## config.mk

```make
export PLATFORM = sky130hd
export DESIGN_NAME = dram_seq_top
export DESIGN_NICKNAME = d
export VERILOG_FILES = /design/src/rtl/dram_seq_pkg.sv /design/src/rtl/dram_addr_split.sv /design/src/rtl/dram_seq_datapath.sv /design/src/rtl/dram_seq_control.sv /design/src/rtl/dram_seq_top.sv
export SDC_FILE = /design/constraint.sdc
export NUM_CORES = 1
export LEC_CHECK = 0
export BUFFER_PORTS_ARGS = -buffer_cell sky130_fd_sc_hd__buf_4
export CAP_MARGIN = 20
export CELL_PAD_IN_SITES_DETAIL_PLACEMENT = 1
export CELL_PAD_IN_SITES_GLOBAL_PLACEMENT = 2
export CORE_ASPECT_RATIO = 2
export CORE_MARGIN = 3
export CORE_UTILIZATION = 38
export DETAILED_ROUTE_END_ITERATION = 7
export GPL_ROUTABILITY_DRIVEN = 0
export GPL_TIMING_DRIVEN = 0
export PLACE_DENSITY_LB_ADDON = 0.1
export RECOVER_POWER = 25
export SLEW_MARGIN = 20
export SYNTH_ARGS = -nofsm -noshare
export SYNTH_HDL_FRONTEND = slang
export SYNTH_HIERARCHICAL = 1
export SYNTH_SLANG_ARGS = --single-unit
```

## constraint.sdc

```tcl
create_clock -name clk -period 4 [get_ports clk]
set_input_delay 0.8 -clock clk [delete_from_list [all_inputs] [get_ports clk]]
set_output_delay 0.8 -clock clk [all_outputs]
set_load 0.03 [all_outputs]
```

## src/rtl/dram_seq_pkg.sv

```systemverilog
package dram_seq_pkg;
  parameter int ADDR_W = 32;
  parameter int COL_W  = 16;
  parameter int ROW_W  = 12;
  parameter int BANK_W = 3;
  parameter int RANK_W = 1;
  parameter int TIME_W = 4;
  parameter int CNT_W  = 2;

  localparam int KEY_W     = RANK_W + BANK_W;
  localparam int NUM_SLOTS = 1 << KEY_W;
  localparam int CADDR_W   = (COL_W >= ROW_W) ? COL_W : ROW_W;

  typedef enum logic [1:0] {
    CMD_NOP = 2'd0,
    CMD_ACT = 2'd1,
    CMD_RD  = 2'd2,
    CMD_PRE = 2'd3
  } cmd_e;

  typedef struct packed {
    logic [RANK_W-1:0] rank;
    logic [BANK_W-1:0] bank;
    logic [ROW_W-1:0]  row;
    logic [COL_W-1:0]  col;
  } fields_t;

  typedef struct packed {
    logic accept;
    logic issuePre;
    logic issueAct;
    logic issueRd;
    logic finish;
  } strobes_t;
endpackage

```

## src/rtl/dram_addr_split.sv

```systemverilog
module dram_addr_split
  import dram_seq_pkg::*;
(
  input  logic [ADDR_W-1:0] addr,
  input  logic              order,
  output fields_t           fields
);
  // layout 0: row | rank | bank | column
  localparam int L0_BANK = COL_W;
  localparam int L0_RANK = L0_BANK + BANK_W;
  localparam int L0_ROW  = L0_RANK + RANK_W;
  // layout 1: bank | rank | row | column
  localparam int L1_ROW  = COL_W;
  localparam int L1_RANK = L1_ROW + ROW_W;
  localparam int L1_BANK = L1_RANK + RANK_W;

  fields_t layout0, layout1;

  always_comb begin
    layout0.col  = addr[0 +: COL_W];
    layout0.bank = addr[L0_BANK +: BANK_W];
    layout0.rank = addr[L0_RANK +: RANK_W];
    layout0.row  = addr[L0_ROW +: ROW_W];
    layout1.col  = addr[0 +: COL_W];
    layout1.row  = addr[L1_ROW +: ROW_W];
    layout1.rank = addr[L1_RANK +: RANK_W];
    layout1.bank = addr[L1_BANK +: BANK_W];
    fields = order ? layout1 : layout0;
  end
endmodule

```

## src/rtl/dram_seq_datapath.sv

```systemverilog
module dram_seq_datapath
  import dram_seq_pkg::*;
(
  input  logic                clk,
  input  logic                rstN,
  input  strobes_t            strobe,
  input  fields_t             reqFields,
  output logic                rowHit,
  output logic                rowEmpty,
  output logic [1:0]          cmdOut,
  output logic [RANK_W-1:0]   cmdRank,
  output logic [BANK_W-1:0]   cmdBank,
  output logic [CADDR_W-1:0]  cmdAddr,
  output logic                dataValid,
  output logic [RANK_W-1:0]   dataRank,
  output logic [BANK_W-1:0]   dataBank,
  output logic [COL_W-1:0]    dataCol,
  output logic [CNT_W-1:0]    dataCmdCount
);
  fields_t           cur;
  logic [CNT_W-1:0]  cmdCnt;
  logic [KEY_W-1:0]  curKey;
  logic [NUM_SLOTS-1:0] openValid;
  logic [ROW_W-1:0]  openRow [NUM_SLOTS];
  logic              anyIssue;

  assign curKey   = {cur.rank, cur.bank};
  assign anyIssue = strobe.issuePre | strobe.issueAct | strobe.issueRd;

  always_ff @(posedge clk) begin
    if (!rstN) begin
      cur    <= '0;
      cmdCnt <= '0;
    end else if (strobe.accept) begin
      cur    <= reqFields;
      cmdCnt <= '0;
    end else if (anyIssue) begin
      cmdCnt <= cmdCnt + 1'b1;
    end
  end

  // one open-row record per rank/bank pair
  for (genvar g = 0; g < NUM_SLOTS; g++) begin : gSlot
    logic             slotValid;
    logic [ROW_W-1:0] slotRow;
    logic             selected;
    assign selected = (curKey == KEY_W'(g));
    always_ff @(posedge clk) begin
      if (!rstN) begin
        slotValid <= 1'b0;
        slotRow   <= '0;
      end else if (selected && strobe.issueAct) begin
        slotValid <= 1'b1;
        slotRow   <= cur.row;
      end else if (selected && strobe.issuePre) begin
        slotValid <= 1'b0;
      end
    end
    assign openValid[g] = slotValid;
    assign openRow[g]   = slotRow;
  end

  assign rowEmpty = !openValid[curKey];
  assign rowHit   = openValid[curKey] && (openRow[curKey] == cur.row);

  always_comb begin
    cmdOut  = CMD_NOP;
    cmdAddr = '0;
    cmdRank = '0;
    cmdBank = '0;
    if (strobe.issuePre) begin
      cmdOut = CMD_PRE;
    end else if (strobe.issueAct) begin
      cmdOut = CMD_ACT;
      cmdAddr[ROW_W-1:0] = cur.row;
    end else if (strobe.issueRd) begin
      cmdOut = CMD_RD;
      cmdAddr[COL_W-1:0] = cur.col;
    end
    if (anyIssue) begin
      cmdRank = cur.rank;
      cmdBank = cur.bank;
    end
  end

  assign dataValid    = strobe.finish;
  assign dataRank     = strobe.finish ? cur.rank : '0;
  assign dataBank     = strobe.finish ? cur.bank : '0;
  assign dataCol      = strobe.finish ? cur.col  : '0;
  assign dataCmdCount = strobe.finish ? cmdCnt   : '0;
endmodule

```

## src/rtl/dram_seq_control.sv

```systemverilog
module dram_seq_control
  import dram_seq_pkg::*;
(
  input  logic              clk,
  input  logic              rstN,
  input  logic              reqValid,
  input  logic [TIME_W-1:0] tRp,
  input  logic [TIME_W-1:0] tRcd,
  input  logic [TIME_W-1:0] tCas,
  input  logic              rowHit,
  input  logic              rowEmpty,
  output logic              reqReady,
  output strobes_t          strobe
);
  typedef enum logic [2:0] {
    ST_IDLE, ST_LOOKUP, ST_PRE, ST_ACT, ST_RD, ST_WAIT, ST_DONE
  } state_e;

  state_e            state, nextState, waitTarget, nextTarget;
  logic [TIME_W-1:0] waitCnt, loadVal;
  logic              loadWait;

  assign reqReady = (state == ST_IDLE);

  always_comb begin
    nextState  = state;
    nextTarget = waitTarget;
    strobe     = '0;
    loadWait   = 1'b0;
    loadVal    = '0;
    unique case (state)
      ST_IDLE: begin
        if (reqValid) begin
          strobe.accept = 1'b1;
          nextState     = ST_LOOKUP;
        end
      end
      ST_LOOKUP: begin
        if (rowHit)        nextState = ST_RD;
        else if (rowEmpty) nextState = ST_ACT;
        else               nextState = ST_PRE;
      end
      ST_PRE: begin
        strobe.issuePre = 1'b1;
        if (tRp <= 1) nextState = ST_ACT;
        else begin
          nextState = ST_WAIT; nextTarget = ST_ACT;
          loadWait = 1'b1; loadVal = tRp - 1'b1;
        end
      end
      ST_ACT: begin
        strobe.issueAct = 1'b1;
        if (tRcd <= 1) nextState = ST_RD;
        else begin
          nextState = ST_WAIT; nextTarget = ST_RD;
          loadWait = 1'b1; loadVal = tRcd - 1'b1;
        end
      end
      ST_RD: begin
        strobe.issueRd = 1'b1;
        if (tCas <= 1) nextState = ST_DONE;
        else begin
          nextState = ST_WAIT; nextTarget = ST_DONE;
          loadWait = 1'b1; loadVal = tCas - 1'b1;
        end
      end
      ST_WAIT: begin
        if (waitCnt <= 1) nextState = waitTarget;
      end
      ST_DONE: begin
        strobe.finish = 1'b1;
        nextState     = ST_IDLE;
      end
      default: nextState = ST_IDLE;
    endcase
  end

  always_ff @(posedge clk) begin
    if (!rstN) begin
      state      <= ST_IDLE;
      waitCnt    <= '0;
      waitTarget <= ST_IDLE;
    end else begin
      state      <= nextState;
      waitTarget <= nextTarget;
      if (loadWait)              waitCnt <= loadVal;
      else if (state == ST_WAIT) waitCnt <= waitCnt - 1'b1;
    end
  end
endmodule

```

## src/rtl/dram_seq_top.sv

```systemverilog
module dram_seq_top
  import dram_seq_pkg::*;
(
  input  logic                clk,
  input  logic                rstN,
  input  logic                reqValid,
  output logic                reqReady,
  input  logic [ADDR_W-1:0]   reqAddr,
  input  logic                fieldOrder,
  input  logic [TIME_W-1:0]   tRp,
  input  logic [TIME_W-1:0]   tRcd,
  input  logic [TIME_W-1:0]   tCas,
  output logic [1:0]          cmdOut,
  output logic [RANK_W-1:0]   cmdRank,
  output logic [BANK_W-1:0]   cmdBank,
  output logic [CADDR_W-1:0]  cmdAddr,
  output logic                dataValid,
  output logic [RANK_W-1:0]   dataRank,
  output logic [BANK_W-1:0]   dataBank,
  output logic [COL_W-1:0]    dataCol,
  output logic [CNT_W-1:0]    dataCmdCount
);
  fields_t  reqFields;
  strobes_t strobe;
  logic     rowHit, rowEmpty;

  dram_addr_split uSplit (
    .addr   (reqAddr),
    .order  (fieldOrder),
    .fields (reqFields)
  );

  dram_seq_control uCtrl (
    .clk      (clk),
    .rstN     (rstN),
    .reqValid (reqValid),
    .tRp      (tRp),
    .tRcd     (tRcd),
    .tCas     (tCas),
    .rowHit   (rowHit),
    .rowEmpty (rowEmpty),
    .reqReady (reqReady),
    .strobe   (strobe)
  );

  dram_seq_datapath uPath (
    .clk          (clk),
    .rstN         (rstN),
    .strobe       (strobe),
    .reqFields    (reqFields),
    .rowHit       (rowHit),
    .rowEmpty     (rowEmpty),
    .cmdOut       (cmdOut),
    .cmdRank      (cmdRank),
    .cmdBank      (cmdBank),
    .cmdAddr      (cmdAddr),
    .dataValid    (dataValid),
    .dataRank     (dataRank),
    .dataBank     (dataBank),
    .dataCol      (dataCol),
    .dataCmdCount (dataCmdCount)
  );
endmodule

```

* Yosys cells after proc, flatten, opt, wreduce, memory -nomap -nowiden
Index checks and enable logic that the tools add are counted.
** Storage, ports and cells
- Memories :: 0
- ROM bits :: 0
- Output and inout bits :: 46
- Input bits :: 48
- Register bits after elaboration :: 252
- Latch bits :: 0
- RAM bits :: 0
** Operators by class
- Equality and inequality tests :: 27
- Multiplexer cells :: 79
- Bitwise operators :: 4
- Magnitude comparators :: 6
- Shift-type cells :: 0
- Divide/modulo/power cells :: 0
- $add $sub $neg :: 5
- $mul :: 0
- Reduce and logical (&&, ||, !) cells :: 56
** Operators with widths (number)
- binary-select mux 12 bit (select 4 bit) :: 1
- 2-to-1 mux 16 bit :: 3
- 2-to-1 mux 1 bit :: 46
- 2-to-1 mux 12 bit :: 3
- nonzero test 2 bit :: 17
- logical AND 1 bit :: 33
- equality test 4 bit, second input constant :: 8
- 2-to-1 mux 32 bit :: 1
- 2-to-1 mux 3 bit :: 9
- 2-to-1 mux 4 bit :: 6
- case mux 3 bit (6 select lines) :: 1
- equality test 4 x 3 -> 1 bit, second input constant :: 4
- <= comparator 4 x 1 -> 1 bit, second input constant :: 4
- subtractor 4 x 1 -> 4 bit, second input constant :: 4
- equality test 12 bit :: 1
- case mux 4 bit (3 select lines) :: 1
- 2-to-1 mux 2 bit :: 5
- equality test 3 bit, second input constant :: 3
- case mux 3 bit (3 select lines) :: 1
- equality test 4 x 2 -> 1 bit, second input constant :: 2
- inequality test 2 bit, second input constant :: 4
- equality test 3 x 2 -> 1 bit, second input constant :: 2
- greater-or-equal comparator 5 bit, second input constant :: 1
- less-than comparator 4 x 5 -> 1 bit, second input constant :: 1
- 15 further kinds :: 16

* Logic depth before layout (Yosys ltp)
Gate-level depths: netlist of run 1.
- Depth after elaboration :: 8
- Gate-level depth with buffers :: 15
- Gate-level depth less buffers :: 11

* Modules after synthesis
Netlist of run 1, hierarchy kept.
** By module, submodules not included
- dram_seq_datapath :: instances 1, area an instance 11602.4 um2, cells each 1329
- dram_seq_control :: instances 1, area an instance 907.1 um2, cells each 105
- dram_addr_split :: instances 1, area an instance 369.1 um2, cells each 34

* Worst setup path before layout of run 1
Ideal clock, no wire load.
- Kind :: reg2reg
- Start :: register uPath/cur[28] in the netlist's numbering
- End :: register uCtrl.state[0]
- Cell stages (with the launch flop) :: 13
- Required time :: 3.867 ns
- Data arrival time :: 2.647 ns
- Path buffers :: 2
- Setup slack :: 1.220 ns
- Path through :: dfxtp_1 -> buf_6 -> buf_12 -> mux4_2 -> mux4_2 -> xnor2_2 -> o2111ai_2 -> a2111oi_4 -> nor2_1 -> a32oi_1 -> o211ai_1 -> o21ai_1 -> a21boi_1
** On the way
- Longest elaborated chain between the ends :: 8
- Elaborated cells between the ends (all ways) :: 11
- Classes of those cells :: eq/ne (1); mux (8); bitwise (1); reduce/logical (1)
** RTL lines
- from (decl) :: line dram_seq_datapath.sv:20 : fields_t cur;
- from (signal assigned) :: line dram_seq_datapath.sv:35 : cur <= reqFields;
- NOT 4 -> 5 bit (implied by the code) :: line dram_seq_datapath.sv:64 : assign rowHit = openValid[curKey] && (openRow[curKey] == cur.row);
- binary-select mux 12 bit (select 4 bit) :: line dram_seq_datapath.sv:64
- 2-to-1 mux 12 bit (implied by the code) (2 in a row) :: line dram_seq_datapath.sv:64
- equality test 12 bit :: line dram_seq_datapath.sv:64
- logical AND 1 bit * :: line dram_seq_datapath.sv:64
- named net rowHit :: line dram_seq_top.sv:25 : logic rowHit, rowEmpty;
- 2-to-1 mux 3 bit * :: line dram_seq_control.sv:39 : if (rowHit) nextState = ST_RD;
- case mux 3 bit (6 select lines) * :: line dram_seq_control.sv:31 : unique case (state)
- to (signal assigned) :: line dram_seq_control.sv:84 : state <= nextState;
- to (decl) :: line dram_seq_control.sv:19 : state_e state, nextState, waitTarget, nextTarget;
The timed path passes the listed nets; every way through them passes the cells marked *. The select of a mux whose other input is x is not followed.
A chain may end at the register's enable or synchronous reset.

* Final worst setup path of run 1
- Start :: register uPath/cur[31] in the netlist's numbering
- End :: register uCtrl.state[0]
The elaborated chain is that of the path after synthesis.

==> results of run 1 <==
metrics by stage:
stage	setup TNS, ns	instances
finish	0	2020
global route	0	2020
CTS	0	2020
detailed placement	-0.136	1975
global placement	-0.0935	1975
floorplan	0	1468
state kept, by name, summed over array words and instances, names as in the netlist:
name,count
uPath/gSlot.slotValid,16
uCtrl/waitCnt,4
uPath/gSlot.slotRow,192
uPath/cur,32
uPath/cmdCnt,2
uCtrl/state,3
uCtrl/waitTarget,3
how the worst max path moves through the flow:
stage                     cells past startpoint  slack [ns]                           to
after floorplan                              12        1.22  uCtrl/state[0]$_SDFFE_PN0P_
after global placement                       13       -0.09  uCtrl/state[0]$_SDFFE_PN0P_
after detailed placement                     13       -0.13  uCtrl/state[0]$_SDFFE_PN0P_
after CTS                                    15       0.009  uCtrl/state[0]$_SDFFE_PN0P_
after global routing                         12        0.03  uCtrl/state[0]$_SDFFE_PN0P_
final                                        12        0.07  uCtrl/state[0]$_SDFFE_PN0P_
report_power, final:
group / switching (W) / internal, W / total, W / leakage [nW]
Combinational: 0.000899 / 0.000477 / 0.00138 / 2.76
Clock: 0.00108 / 0.00148 / 0.00256 / 0.424
Sequential: 0.0000686 / 0.00258 / 0.00265 / 2.03
cells by family (layout without fill, tap and decap cells):
| family | Yosys count | in the layout | synth area share (%) |
|---|---|---|---|
| AND/OR/NAND/NOR | 590 | 590 | 20.1 |
| buffers and inverters | 157 | 277 | 6.14 |
| flip-flops | 252 | 252 | 39.2 |
| XOR/XNOR | 25 | 25 | 1.76 |
| adder cells (fa/ha/maj) | 8 | 8 | 0.777 |
| AO/OA/AOI/OAI | 302 | 302 | 17.7 |
| multiplexers | 134 | 134 | 14.3 |
repair_timing:
action                                  CTS  global route
cloned                                    0             0
setup buffers                             0             0
hold endpoints to repair                  0             0
endpoints found under the setup margin    2             2
gates resized for setup                   2             7
per-layer routing:
metal	share of wire, %	up-vias	track usage [%]
met3	3.5	121	3.14
met1	37	5680	32.5
met4	6.6	0	17.3
met2	53	287	53.7
li1	-	5166	-
met5	0	-	0
worst max-delay path: stages (launching register included):
cell	delay [ns]
dfxtp_1	0.42
and2b_1	0.21
clkbuf_1	0.38
a22o_1	0.43
a221oi_1	0.57
xor2_1	0.16
or4_4	0.57
a2111oi_4	0.43
nor2_1	0.07
a32oi_1	0.16
o211ai_1	0.13
o21ai_1	0.16
a21boi_1	0.07
layout by cell type, fill, tap and decap left out, types with 3 or more instances in the layout:
cell       instances
nand2_1          407
dfxtp_1          252
a21boi_0         209
buf_4             97
clkbuf_1          92
mux2i_1           80
nor2_1            47
nor2b_1           40
clkbuf_16         27
buf_2             27
and2_1            23
mux4_2            23
and3_1            19
o21ai_0           18
a21oi_1           16
xnor2_1           14
inv_1             12
nand3_1           10
xor2_1            10
mux2_4            10
nor3_1             9
mux4_1             9
ha_1               8
mux2_2             8
a22o_1             7
a22oi_1            7
o22ai_1            5
buf_6              5
a221oi_1           5
clkinv_2           4
nand2b_1           4
mux2i_2            4
clkbuf_8           3
bufinv_16          3
a21boi_1           3
or2_2              3
nand4_1            3
o31ai_4            3
layout make-up:
cell class,instances,area [sq um],share of cell area (%)
plain buffers,145,749,5.04
clock buffers,36,739,4.97
clock inverters,9,126,0.850
inverters,12,45.0,0.303
multi-input cells,1059,7060,47.5
flip-flops and latches,252,5040,33.9
well taps,432,541,3.64
repair buffers,75,559,3.76
==> flow_summary.ini, run 1 <==
[drt]
firstDrtPassIters = 6
wl_per_cell_um = 26.5
routed-via-count = 11254
drc = 0
via_per_inst = 5.57
ant_nets = 0
drtIter0Drc = 495
postRouteWirelength_mm = 53.4

[floorplanning]
die_w_um = 136
ios = 94
core_area_sq_um = 33200
die_y_um = 266
die-area_sq_um = 36300
start_util_pct = 38.8
placementRows = 94

[timing]
worst_pin_slew_ns = 1.08
worst_slack_ns = 0.0713
hold_viol_final = 0
skew_ns = 0.0103
grt_setup_unrepaired = no
maxSlewViolCount = 0
hold_ws_ns = 0.463
period_share_pct = 98.2
fmax_mhz = 255
finalSetupViolations = 0
max_slew_margin_pct = 27.9
fin_crit_ns = 3.93

[clock_network]
ctsRootBufferMaster = clkbuf_16
cts_tree = built
clock_latency_ns = 0.55
h-tree-depth = 1
cts_hold_buf = 0
clockBufferDepth = 3
clkTransAtPathRegs_ns = 0.07
cts_num_sinks = 252
numCtsBuffers = 26

[yosys]
syn_avg_cell_area_sq_um = 8.77
synth_warnings = 6
synth-edff-count = 0
netlist_top_cells_area = dfxtp_1 39%, a21boi_0 12%, nand2_1 12%
yosys.area.top_type = dfxtp_1
synth_nets = 1524
synth_area_sq_um = 12900
syn_inst = 1468
synth.distinct_cells = 75
netlist_top_cells_count = 408 x nand2_1, 252 x dfxtp_1, 209 x a21boi_0, 84 x mux2i_1, 80 x clkbuf_1
synth_ff_type = dfxtp_1
ys_ff_latch = 252
yosysMostFrequentCell = nand2_1
ys_seq_area_share_pct = 39.2
synthArstFlopShare_pct = 0
synth_top_area_share_pct = 39.2

[min_path]
whs_path_depth = 2
hold_end = uPath/gSlot[7].slotRow[0]$_SDFFE_PN0P_
worstHoldStart = uPath/gSlot[7].slotRow[0]$_SDFFE_PN0P_
worstHoldPathType = reg -> reg

[grt]
grt_start_max_net_pins = 14
grt_pass1_vias = 11879
antenna_found_initial = 0
grt_pass1_wl_mm = 78.6
overflow = 0
grt_usage_pct = 29.5

[critical_path]
ff2ff_setup_slack_ns = 0.07
regToRegStartpoint = uPath/cur[31]$_SDFFE_PN0P_
cp.arrival_ns = 4.35
critPathLaunch = uPath/cur[31]$_SDFFE_PN0P_
path_class = reg -> reg
r2r_end = uCtrl/state[0]$_SDFFE_PN0P_
startpoint_type = register
r2r_cells = 12
path_max_fanout = 10
crit_required_ns = 4.43
crit_path_end_kind = register

[layout]
drive_gt1_share_pct = 14.8
area_growth_syn_to_layout_pct = 15.4
fin_nets = 1627
post-route-util_pct = 44.8
n_antenna_cell = 0
final_cell_area_sq_um = 14900
fill_cells = 3958

[place]
io_buffer_count = 75
place_ws_ns = -0.130
hpwl_mm = 40.3
placed_area_sq_um = 14000

[pwr]
leakage_nw = 5.22
power_density_nw_per_um2 = 443
power.total_w = 0.00659
vdd_ir_drop_max_mv = 0.327

[flow_run]
maxCapViolCount = 0

[outcome]
status = finished clean
Note: power is estimated with default switching activity, not from simulation.
==> run 2: changes to the inputs <==
--- a/config.mk
+++ b/config.mk
@@ -5,13 +5,15 @@
 export SDC_FILE = /design/constraint.sdc
 export NUM_CORES = 1
 export LEC_CHECK = 0
+export ABC_AREA = 0
 export BUFFER_PORTS_ARGS = -buffer_cell sky130_fd_sc_hd__buf_4
 export CAP_MARGIN = 20
 export CELL_PAD_IN_SITES_DETAIL_PLACEMENT = 1
 export CELL_PAD_IN_SITES_GLOBAL_PLACEMENT = 2
 export CORE_ASPECT_RATIO = 2
 export CORE_MARGIN = 3
-export CORE_UTILIZATION = 38
+export CORE_UTILIZATION = 39
+export CTS_BUF_LIST = sky130_fd_sc_hd__clkbuf_4 sky130_fd_sc_hd__clkbuf_8
 export DETAILED_ROUTE_END_ITERATION = 7
 export GPL_ROUTABILITY_DRIVEN = 0
 export GPL_TIMING_DRIVEN = 0
==> flow_summary.ini, run 2 (same netlist as run 1, synthesis figures left out) <==
[outcome]
status = finished clean

[clock_network]
clkTransAtPathRegs_ns = 0.06
post_cts_buffers = 0
clockBufferDepth = 3
cts_tree = built
cts_hold_buf = 0
h-tree-depth = 2
clock_latency_ns = 0.59
numCtsBuffers = 40
ctsRootBufferMaster = clkbuf_8
cts_num_sinks = 252

[pwr]
comb_power_share_pct = 21.3
intPower_w = 0.00440
power_density_nw_per_um2 = 434
p_clk_share_pct = 37.6
leakage_nw = 5.25
p_sw_w = 0.00206
switching_share_pct = 31.8
power.total_w = 0.00645
vdd_ir_drop_max_mv = 0.233
seqPwrFrac_pct = 41.1

[drt]
wl_per_cell_um = 25.8
via_per_inst = 5.50
drtIter0Drc = 554
ant_nets = 0
drc = 0
routed-via-count = 11216
postRouteWirelength_mm = 52.6
firstDrtPassIters = 5

[layout]
top_register = uPath/gSlot.slotRow
drive_gt1_share_pct = 16.5
fin_nets = 1641
largest_register_ffs = 192
top_regs = uPath/gSlot.slotRow (192), uPath/cur (32), uPath/gSlot.slotValid (16)
final_cell_area_sq_um = 14900
most-common-layout-cells = 407 x nand2_1, 252 x dfxtp_1, 209 x a21boi_0
post-route-util_pct = 45.9
layout_commonest_cell = nand2_1
area_growth_syn_to_layout_pct = 15.4

[timing]
skew_ns = 0.0300
fin_crit_ns = 3.86
max_slew_margin_pct = 32.1
grt_setup_unrepaired = no
worst_pin_slew_ns = 1.02
timing.setup.tns_ns = 0
hold_ws_ns = 0.462
hold_viol_final = 0
period_share_pct = 96.5
fmax_mhz = 259
finalSetupViolations = 0
maxSlewViolCount = 0

[grt]
grt_pass1_vias = 11864
overflow = 0
grt_usage_pct = 29.5
antenna_found_initial = 1
grt_pass1_wl_mm = 77.8
grt_start_max_net_pins = 12

[critical_path]
cp_cell_sequence = buf_4 -> and3b_4 -> clkbuf_1 -> inv_1 -> clkbuf_1 -> and3_1 -> a21oi_1 -> nor2_1 -> buf_4
cp.arrival_ns = 3.06
path_class = reg -> out
crit_required_ns = 3.20
startpoint_type = register
path_max_fanout = 10
ff2ff_setup_slack_ns = 0.18
crit_path_end_kind = primary output
cpMaxStageDelayCell = clkbuf_1
slowest_delay_ns = 0.52

[floorplanning]
die_w_um = 134
core_area_sq_um = 32300
start_util_pct = 39.8
ios = 94
die-area_sq_um = 35400
die_y_um = 263
placementRows = 93

[place]
io_buffer_count = 75
hpwl_mm = 39.9
placed_area_sq_um = 14000

[min_path]
worstHoldPathType = reg -> reg

[flow_run]
maxCapViolCount = 0
[run 2: path summary, 6_finish.rpt]
| path | startpoint | end | cells past startpoint |
|---|---|---|---|
| worst min-delay path | uPath/gSlot[8].slotRow[2]$_SDFFE_PN0P_ | uPath/gSlot[8].slotRow[2]$_SDFFE_PN0P_ | 2 |
| worst min register to register | uPath/gSlot[8].slotRow[2]$_SDFFE_PN0P_ | uPath/gSlot[8].slotRow[2]$_SDFFE_PN0P_ | 2 |
| worst max register to register | uPath/cur[29]$_SDFFE_PN0P_ | uCtrl/state[0]$_SDFFE_PN0P_ | 14 |
| worst max-delay path | uCtrl/state[1]$_SDFFE_PN0P_ | cmdAddr[4] | 9 |
[run 2: final cells by class]
cell class                 count  area, sq um
buffer                       145          749
inverter                      12         45.0
clock inverter                 6         60.1
timing repair buffer          75          556
tap                          427          534
antenna                        1         2.50
multi-input combinational   1059         7060
fill                        3951        17500
sequential                   252         5040
clock buffer                  64          806
[run 2: power by group through the flow]
stage / clock network, W / registers, W / logic [W]
2_1_floorplan: 0 / 0.00268 / 0.000853
3_3_place_gp: 0 / 0.00271 / 0.00136
3_5_place_dp: 0 / 0.00271 / 0.00137
4_1_cts: 0.00249 / 0.00265 / 0.00138
5_1_grt: 0.00258 / 0.00266 / 0.00145
6_report: 0.00243 / 0.00265 / 0.00137
[run 2: metrics by stage]
stage	instances	setup slack, ns
6_report	2041	0.140
4_1_cts	2040	0.0244
3_3_place_gp	1970	-0.0868
5_1_grt	2041	0.000691
2_1_floorplan	1468	1.22
3_5_place_dp	1970	-0.137
[run 2: timing repair]
action | 4_1_cts | 5_1_grt
resized for setup | 4 | 7
setup endpoints to repair | 2 | 1
pin swaps | 0 | 1
[run 2: per-layer routing]
layer | wire length (um) | part of all wire (%) | global-route usage, %
met5 | 0 | 0 | 0
met4 | 4140 | 7.9 | 19.3
met3 | 1950 | 3.7 | 3.50
met1 | 19500 | 37 | 32.3
met2 | 27000 | 51 | 52.8
[run 2: worst max-delay path: cells and delay by family (launching register included)]
family,cells,cell delay (ns)
and+or+nand+nor,3,0.54
DFF,1,0.31
AOI/OAI and AO/OA,1,0.12
buffers and inverters,5,1.52
==> run 3: changes to the inputs <==
--- a/config.mk
+++ b/config.mk
@@ -15,9 +15,8 @@
 export CORE_UTILIZATION = 39
 export CTS_BUF_LIST = sky130_fd_sc_hd__clkbuf_4 sky130_fd_sc_hd__clkbuf_8
 export DETAILED_ROUTE_END_ITERATION = 7
-export GPL_ROUTABILITY_DRIVEN = 0
 export GPL_TIMING_DRIVEN = 0
-export PLACE_DENSITY_LB_ADDON = 0.1
+export PLACE_DENSITY_LB_ADDON = 0.2
 export RECOVER_POWER = 25
 export SLEW_MARGIN = 20
 export SYNTH_ARGS = -nofsm -noshare
==> flow_summary.ini, run 3 (same netlist as run 1, synthesis figures left out) <==
[timing]
fin_crit_ns = 3.86
worst_pin_slew_ns = 1.05
period_share_pct = 96.5
max_slew_margin_pct = 30.1
maxSlewViolCount = 0
fmax_mhz = 259
timing.setup.tns_ns = 0
grt_setup_unrepaired = no
finalSetupViolations = 0
hold_viol_final = 0
skew_ns = 0.0150

[clock_network]
cts_hold_buf = 0
cts_num_sinks = 252
clock_latency_ns = 0.57
post_cts_buffers = 0
h-tree-depth = 2
ctsRootBufferMaster = clkbuf_8
numCtsBuffers = 40
clockBufferDepth = 3
cts_tree = built
clkTransAtPathRegs_ns = 0.06

[drt]
routed-via-count = 11215
ant_nets = 0
firstDrtPassIters = 4
drc = 0
via_per_inst = 5.50
postRouteWirelength_mm = 51.8
drtIter0Drc = 594
wl_per_cell_um = 25.4

[outcome]
status = finished clean

[critical_path]
crit_required_ns = 3.20
cp_cell_sequence = buf_4 -> buf_8 -> buf_2 -> buf_4 -> clkbuf_1 -> nor2b_1 -> buf_4
crit_top_cell = buf_4
timing.critical_path.buf_inv = 6
cpMaxStageDelayCell = clkbuf_1
path_max_fanout = 10
path_class = reg -> out
startpoint_type = register
crit_path_end_kind = primary output
critical_path.top_delay_family = buffers and inverters
slowest_delay_ns = 0.51
cp.arrival_ns = 3.06

[floorplanning]
core_area_sq_um = 32300
die_y_um = 263
start_util_pct = 39.8
die-area_sq_um = 35400
ios = 94
die_w_um = 134
placementRows = 93

[min_path]
worstHoldPathType = reg -> reg

[layout]
layout_commonest_cell = nand2_1
fill_cells = 3913
area_growth_syn_to_layout_pct = 14.9
most-common-layout-cells = 408 x nand2_1, 252 x dfxtp_1, 209 x a21boi_0
multiInputGateArea_sq_um = 7070
top_register = uPath/gSlot.slotRow
drive_gt1_share_pct = 16.5
final_cells = 2038
largest_register_ffs = 192
regArea_sq_um = 5040
fin_nets = 1640
final_cell_area_sq_um = 14800
top_regs = uPath/gSlot.slotRow (192), uPath/cur (32), uPath/gSlot.slotValid (16)

[grt]
grt_pass1_wl_mm = 77.3
overflow = 0
grt_usage_pct = 29.4
antenna_found_initial = 1
grt_start_max_net_pins = 12
grt_pass1_vias = 12024

[place]
dp_cells = 1970
gp_congestion = 0.923
io_buffer_count = 75
hpwl_mm = 39.8
placed_area_sq_um = 14000

[pwr]
intPower_w = 0.00427
comb_power_share_pct = 21.6
seqPwrFrac_pct = 42.3
switching_share_pct = 31.9
vdd_ir_drop_max_mv = 0.234
p_clk_share_pct = 36.1
power_density_nw_per_um2 = 424
p_sw_w = 0.00200
leakage_nw = 5.23

[flow_run]
maxCapViolCount = 0
-- run 3: area by class of cell --
cell class | count | share of cell area [%]
clock inverter | 5 | 0.203
buffer | 144 | 5.07
inverter | 12 | 0.304
tap | 427 | 3.61
antenna | 1 | 0.0169
clock buffer | 63 | 5.14
sequential | 252 | 34.1
timing repair buffer | 75 | 3.78
multi-input combinational | 1059 | 47.8
-- run 3: repair_timing --
item                       4_1_cts  5_1_grt
setup endpoints to repair        4        1
resized for setup                2        6
pin swaps                        0        0
hold endpoints to repair         0        0
-- run 3: worst register-to-register path: cells and delay by family, from the launching register on --
kind	cells	cell delay [ns]
compound gates	9	1.92
buf+inv	3	1.00
mux	1	0.39
flops	1	0.31
simple gates	1	0.07
-- run 3: final timing paths --
check | start | endpoint | slack (ns) | cells after the start
max | uPath/cur[29]$_SDFFE_PN0P_ | cmdBank[1] | 0.14 | 7
min | uPath/gSlot[11].slotRow[6]$_SDFFE_PN0P_ | uPath/gSlot[11].slotRow[6]$_SDFFE_PN0P_ | 0.46 | 2
max reg2reg | uPath/cur[29]$_SDFFE_PN0P_ | uCtrl/state[0]$_SDFFE_PN0P_ | 0.20 | 14
min reg2reg | uPath/gSlot[11].slotRow[6]$_SDFFE_PN0P_ | uPath/gSlot[11].slotRow[6]$_SDFFE_PN0P_ | 0.46 | 2
-- run 3: power groups by stage --
stage	clock (W)	sequential, W	combinational, W
6_report	0.00226	0.00265	0.00135
5_1_grt	0.00243	0.00266	0.00143
4_1_cts	0.00233	0.00265	0.00136
3_5_place_dp	0	0.00271	0.00135
3_3_place_gp	0	0.00270	0.00134
2_1_floorplan	0	0.00268	0.000853
-- run 3: metrics by stage --
stage                     hold slack [ns]  total power, W  worst slack (ns)  utilization, %
after global placement              0.446         0.00404            -0.190            43.2
final                               0.465         0.00627             0.139            45.7
after global routing                0.478         0.00651           0.00423            45.7
after CTS                           0.461         0.00634            0.0107            45.7
after detailed placement            0.457         0.00406            -0.224            43.2
after floorplan                     0.439         0.00353              1.22               -
-- run 3: metal layers --
layer | global-route usage, % | up-vias | wire [um]
met4 | 20.0 | 0 | 4120
met5 | 0 | - | 0
met3 | 3.65 | 127 | 1730
met2 | 53.0 | 269 | 27100
met1 | 31.3 | 5617 | 18900
li1 | - | 5202 | -
